[config.mk]
export PLATFORM = sky130hd
export DESIGN_NAME = prot_access_judge
export DESIGN_NICKNAME = d
export VERILOG_FILES = /design/src/rtl/flash_prot_pkg.sv /design/src/rtl/prot_access_judge.sv
export SDC_FILE = /design/constraint.sdc
export NUM_CORES = 1
export LEC_CHECK = 0
export CAP_MARGIN = 10
export CORE_MARGIN = 3
export CORE_UTILIZATION = 35
export DETAILED_ROUTE_END_ITERATION = 10
export PLACE_DENSITY = 0.83
export SYNTH_ARGS = -nofsm -noshare
export SYNTH_HDL_FRONTEND = slang
export SYNTH_SLANG_ARGS = --single-unit
[constraint.sdc]
create_clock -name clk -period 2.2 [get_ports clk]
set_input_delay 0.44 -clock clk [delete_from_list [all_inputs] [get_ports clk]]
set_output_delay 0.44 -clock clk [all_outputs]
set_load 0.05 [all_outputs]
[src/rtl/flash_prot_pkg.sv]
package flash_prot_pkg;

  // Operation codes carried on req_op
  typedef enum logic [1:0] {
    OP_PROG       = 2'b00,
    OP_SECT_ERASE = 2'b01,
    OP_BULK_ERASE = 2'b10,
    OP_RSVD       = 2'b11
  } flash_op_e;

endpackage

[src/rtl/prot_access_judge.sv]
// Judges each handshaked request against the registered window.
module prot_access_judge
  import flash_prot_pkg::*;
#(
  parameter int ADDR_W = 24,
  parameter int AW     = 23
) (
  input  logic              clk,
  input  logic              rst_n,
  input  logic              req_valid,
  output logic              req_ready,
  input  logic [1:0]        req_op,
  input  logic [ADDR_W-1:0] req_addr,
  input  logic              win_en,
  input  logic [AW-1:0]     win_lo,
  input  logic [AW-1:0]     win_hi,
  output logic              op_accept,
  output logic              op_reject
);
  logic          ready_q;
  logic [AW-1:0] addr_m;
  logic          in_win;
  logic          take;
  flash_op_e     op;

  generate
    if (ADDR_W > AW) begin : g_wrap
      logic unused_addr_hi;
      assign unused_addr_hi = ^req_addr[ADDR_W-1:AW];
    end
  endgenerate

  assign addr_m    = req_addr[AW-1:0];
  assign in_win    = win_en && (addr_m >= win_lo) && (addr_m <= win_hi);
  assign take      = req_valid && ready_q;
  assign op        = flash_op_e'(req_op);
  assign req_ready = ready_q;

  always_ff @(posedge clk) begin
    if (!rst_n) begin
      ready_q   <= 1'b0;
      op_accept <= 1'b0;
      op_reject <= 1'b0;
    end else begin
      ready_q   <= 1'b1;
      op_accept <= 1'b0;
      op_reject <= 1'b0;
      if (take) begin
        unique case (op)
          OP_PROG, OP_SECT_ERASE: begin
            op_reject <= in_win;
            op_accept <= !in_win;
          end
          OP_BULK_ERASE: begin
            op_reject <= win_en;
            op_accept <= !win_en;
          end
          default: ;
        endcase
      end
    end
  end

  // verdicts are exclusive
  p_verdict_excl_r11: assert property (@(posedge clk) disable iff (!rst_n)
    !(op_accept && op_reject));

  // no verdict without a request one cycle before
  p_verdict_cause_r11: assert property (@(posedge clk) disable iff (!rst_n)
    (op_accept || op_reject) |-> $past(req_valid && req_ready));

  // bulk erase under any protection is rejected
  p_bulk_block_r8: assert property (@(posedge clk) disable iff (!rst_n)
    (req_valid && req_ready && req_op == 2'b10 && win_en) |=> op_reject);

  // reserved code gives no verdict
  p_rsvd_silent_r10: assert property (@(posedge clk) disable iff (!rst_n)
    (req_valid && req_op == 2'b11) |=> !(op_accept || op_reject));

endmodule

==> run metrics, run 1 <==
status=finished, final reports clean; clk root buf=clkbuf_4; ant diodes=0; Crit. End Element=flip-flop; leakage power=1.31 nW; ANT nets after route=0; syn avg cell area=7.18 um2; Yosys top cell by area=ha_1; Req. time, crit path=2330 ps; Yosys warning total=0; met2 usage=between 20% and 30%; Final Hold Vio Count=0; Sw Ratio=35.2%; via count=1504; post-route clock skew=4.67 ps; EDFF count, synth=0; hpwl dp=2990 um; Synth Register Bits=3; Post-DP Area=2180 um2; leading register cell type out of synthesis=dfxtp_1; Initial DRT Pass Iterations=4; P per Cell Area=232 nW/um2; Seq/Total Area, Yosys=approximately 4.8%; grt peak-use layer=met2; cell count after synthesis=174; core area=~3400 um2; Reg power frac=10.1%; die height=~66 um; worst skew pair latency=240 ps; Total Power=between 0.0005 and 0.0006 W; Iteration-0 DRC Markers=40; finished layout cell area=~2400 um2; Max Cap Viol=0; Max VDD drop=slightly above 0.3 mV; final core occ=between 70 and 80%; Mapped Area=1250 um2; Worst-Margin Slew=around 520 ps; final setup violation count=0; switching power=about 0.0002 W; syn nets=296; Die Footprint=4320 um2; fin nets=393; num rows=21; share of layout cells above drive strength 1=16.7%; Gate power share=71.6%; synth top area cells=ha_1, inv_1, a21oi_1; flop-to-flop setup slack=1570 ps; clock buffer count from CTS=3; clk slew on worst S/H paths=40 ps; Max Slew Vio Count=0; slew margin rel.=65.3%; setup TNS=0 ps; kind of critical path=primary input to flip-flop; Period minus WS final=between 2000 and 2500 ps; f_max=0.460 GHz; num ports=79; hold_buf cts=0; H-Tree Level Count=1; DR WL/cell=12.1 um; initial core utilization=a little under two fifths; pin count of the biggest net entering global routing=5; fin crit share=98.8%; met3 Track Usage GR=3.76%; GPL Wtd Cong=0.760; vias in the first global route=1437; most frequent cells after synthesis=ha_1, inv_1, a21oi_1; IO Port Bufs=77; Worst Path Arrival=2310 ps; HP Class=flip-flop to flip-flop; clk buf depth=2; first-pass GRT wire length=5450 um; Int Pwr=~0.00037 W; CTS Sinks=3; met1 usage=17.8%; hold slack=about 470 ps; via/cell ratio=about 4.8; top cell type's share of synthesized area=46.1%; Clock Power Share=a little under a fifth; initial antenna violation count=0; Total GRT Usage=15.5%; synthesis-to-finish area growth=96.0%; total routed wirelength=between 3000 and 4000 um; FFs w/ async S/R, synth=0%; Die Width=~66 um; CP Launch Type=primary input; Yosys cell types=26; grt ovf=0; CTS tree=done; CP Max Fanout=2; DRC viols=0
## layout make-up
type,count,area [um2]
Multi-Input combinational cell,125,1200
Clock buffer,4,26.3
Fill cell,266,942
Tap cell,46,57.6
Timing Repair Buffer,92,926
Sequential cell,3,60.1
Inverter,46,173
## cells in the final DEF, fill, tap and decap left out, drive strengths merged
cell	instances
and3	1
o221ai	1
nor4b	1
or2b	1
clkbuf	4
o211ai	1
nand2	12
nor2	7
nor4	1
o21ai	6
nor2b	1
o31a	1
nand3b	1
a221oi	1
a21o	2
ha	46
o22a	1
nand4	10
dfxtp	3
inv	46
clkdlybuf4s50	60
a211oi	2
a211o	1
nand3	8
dlymetal6s2s	17
a31oi	2
buf	15
a21oi	18
## kinds of logic (layout without fill, tap and decap cells)
family          count (synthesis)  after routing  synth area share [%]
buf+inv                        46            142                  13.8
simple gates                   43             43                  17.8
compound gates                 36             36                  17.4
flops                           3              3                  4.81
fa+ha+maj                      46             46                  46.1
## metrics by stage
stage / cells / setup WS, ps
final: 316 / 26.4
after CTS: 315 / 12.5
after global routing: 316 / -33.8
after detailed placement: 311 / -354
after global placement: 311 / -291
after floorplan: 174 / 301
## critical path, cell delays in order
cell and delay (ps):
clkdlybuf4s50_1 460, inv_1 70, ha_4 230, a211oi_2 220, nor2_1 70, o31a_1 280, nor4b_4 310, o22a_1 180
a21oi_1 60
## flip-flops by register name, summed over array words and instances (netlist names)
register and flops:
op_accept 1, op_reject 1, req_ready 1
## power by group through the flow
stage	Clock [W]	Sequential, W	Combinational (W)
6_report	0.000104	0.0000575	0.000406
3_5_place_dp	0	0.0000584	0.000356
4_1_cts	0.000111	0.0000574	0.000365
5_1_grt	0.000113	0.0000576	0.000455
2_1_floorplan	0	0.0000652	0.000150
3_3_place_gp	0	0.0000583	0.000347
## per-layer routing
layer / share of wire [%] / vias to the layer above
met5: 0 / -
met4: 0.73 / 0
met3: 7.5 / 4
met2: 51 / 51
met1: 40 / 650
li1: - / 799
## repair_timing
action	CTS	global route
pin swaps	3	19
resized for setup	4	41
endpoints found under the setup margin	2	2
setup buffers	0	1
hold endpoints to repair	0	0
cloned	0	0
## worst paths after layout
path	start	to	cells past startpoint
worst max-delay path	win_hi[4]	op_accept	9
worst min-delay path	req_ready	op_accept	2
worst max register to register	req_ready	op_reject	2
worst min register to register	req_ready	op_accept	2
Note: power is estimated with default switching activity, not from simulation.
==> run 2, diff against run 1 <==
--- a/config.mk
+++ b/config.mk
@@ -5,7 +5,6 @@
 export SDC_FILE = /design/constraint.sdc
 export NUM_CORES = 1
 export LEC_CHECK = 0
-export CAP_MARGIN = 10
 export CORE_MARGIN = 3
 export CORE_UTILIZATION = 35
 export DETAILED_ROUTE_END_ITERATION = 10
==> constraint.sdc (replaced) <==
create_clock -name clk -period 2.5 [get_ports clk]
set_input_delay 0.5 -clock clk [delete_from_list [all_inputs] [get_ports clk]]
set_output_delay 0.5 -clock clk [all_outputs]
set_load 0.05 [all_outputs]
==> run 2 against run 1 <==
Hold slack better by 3.7 ps; setup slack gained 120 ps; critical path depth grew 1; clock power shrank 16%; critical path type unchanged; highest routed layer unchanged.
==> run metrics, run 2 (synthesized netlist as in run 1, its figures left out) <==
status=finished, final reports clean; H-Tree Level Count=1 (unchanged); CTS Sinks=3 (unchanged); CP Depth=10 (+1); final setup violation count=0 (unchanged); clock buffer count from CTS=3 (unchanged); hpwl dp=3000 um (+0.30%); via/cell ratio=4.67 (-1.9%); Total Power=0.000440 W (-22%); clk slew on worst S/H paths=40 ps (about the same); clk root buf=clkbuf_4; via count=1429 (-5.0%); P per Cell Area=205 nW/um2 (-11%); fill cell count=315 (+18%); Max Slew Vio Count=0 (unchanged); first-pass GRT wire length=5300 um (-2.8%); pre-CTS WS=-109 ps (+245 ps); Max Cap Viol=0 (unchanged); worst setup path startpoint=win_lo[17]; total routed wirelength=3190 um (-17%); num ports=79 (unchanged); cell with the largest stage delay on the worst path=clkdlybuf4s50_1; pin count of the biggest net entering global routing=5 (unchanged); die height=65.7 um (unchanged); f_max=0.426 GHz; Worst R2R End=op_reject; Initial DRT Pass Iterations=4 (unchanged); CP top delay family=buffers and inverters; slew margin rel.=65.5% (+0.21 points); CTS resizes=0 (-4); worst skew pair latency=240 ps (about the same); most frequent cells in the layout=clkdlybuf4s50_1, inv_1, ha_1, a21oi_1, nand2_1; clk buf depth=2 (unchanged); DRC viols=0 (unchanged); commonest non-fill, non-tap cell in the layout=clkdlybuf4s50_1; IO Port Bufs=77 (unchanged); cells on worst reg2reg path=2 (unchanged); flop-to-flop setup slack=1870 ps (+300 ps); Total GRT Usage=15.2% (-0.35 points); CTS tree=done; fin crit share=94.0%; # Post-CTS Setup Buffers=0 (unchanged); Die Footprint=4320 um2 (unchanged); hold_buf cts=0 (unchanged); Max VDD drop=0.261 mV (-14%); Int Pwr=0.000294 W (-20%); Bufs and invs on worst path=3 (+1); setup TNS=0 ps (unchanged); Final Hold Vio Count=0 (unchanged); DR WL/cell=10.4 um (-14%); Gate power share=68.6% (-3.0 points); share of layout cells above drive strength 1=3.85% (-13 points); worst-path cell chain=clkdlybuf4s50_1 -> inv_1 -> ha_1 -> nand4_1 -> nor4_1 -> buf_4 -> nand2_1 -> a31oi_1 -> o221ai_1 -> a21oi_1; Period minus WS final=2350 ps; kind of critical path=primary input to flip-flop; CP Launch Type=primary input; Req. time, crit path=2670 ps (+340 ps); Post-DP Area=2110 um2 (-3.1%); leakage power=1.10 nW (-16%); ANT nets after route=0 (unchanged); Reg power frac=11.5% (+1.4 points); initial antenna violation count=0 (unchanged); Worst Path Arrival=2520 ps (+210 ps); num rows=21 (unchanged); worst r2r src=req_ready; area of the multi-input gates=1020 um2 (-16%); post-route clock skew=0.357 ps (-4.32 ps); RSZ-0062 raised after global routing=false; fin nets=383 (-2.5%); switching power=0.000146 W (-27%); CP Max Fanout=2 (unchanged); Crit. End Element=flip-flop; Max stage delay on crit path=450 ps (about the same); Iteration-0 DRC Markers=53 (+33%); synthesis-to-finish area growth=71.4%; Critical Path End=op_reject; Sw Ratio=33.2% (-2.0 points); core area=3390 um2 (unchanged); Clock Power Share=19.9% (+1.6 points); Worst-Margin Slew=516 ps (-3.17 ps); Die Width=65.7 um (unchanged); hold slack=470 ps (+3.65 ps); initial core utilization=36.8% (unchanged); grt ovf=0 (unchanged); sequential cell area=60.1 um2 (unchanged); post-route setup slack=150 ps (+124 ps); finished layout cell area=2140 um2 (-13%); vias in the first global route=1412 (-1.7%); HP Class=flip-flop to flip-flop; ant diodes=0 (unchanged); GPL Wtd Cong=0.783 (+2.9%); hold depth=2 (unchanged)
run 2: per-layer routing:
layer | routed length, um | global-route usage, %
met3 | 253 | 3.93
met2 | 1550 | 28.3
met4 | 29 | 3.89
met5 | 0 | 0
met1 | 1360 | 16.8
run 2: power by group through the flow:
stage | combinational (W) | sequential, W | clock [W]
final | 0.000301 | 0.0000507 | 0.0000875
after global placement | 0.000294 | 0.0000513 | 0
after floorplan | 0.000132 | 0.0000574 | 0
after CTS | 0.000306 | 0.0000508 | 0.0000939
after global routing | 0.000342 | 0.0000508 | 0.0000992
after detailed placement | 0.000303 | 0.0000515 | 0
run 2: metrics by stage:
stage               utilization (%)  cells
floorplan                         -    174
global placement               62.4    302
detailed placement             62.4    302
CTS                            63.2    306
global route                   63.2    306
finish                         63.2    306
run 2: final cells by class:
cell class	count	share of cell area, %
sequential	3	2.81
timing repair buffer	82	37.8
multi-input combinational	125	47.5
inverter	46	8.07
tap	46	2.69
clock buffer	4	1.23
run 2: worst min-delay path by stage:
stage | slack (ps) | startpoint | end
floorplan | 530 | rst_n | req_ready
global placement | 450 | req_ready | op_accept
detailed placement | 470 | req_ready | op_accept
CTS | 480 | req_ready | op_accept
global route | 500 | req_ready | op_accept
finish | 470 | req_ready | op_accept
run 2: tightest hold or removal path, delay by kind of cell, from the launching register on:
kind,cells,cell delay [ps]
DFF,1,320
and+or+nand+nor,1,70
AOI/OAI and AO/OA,1,40
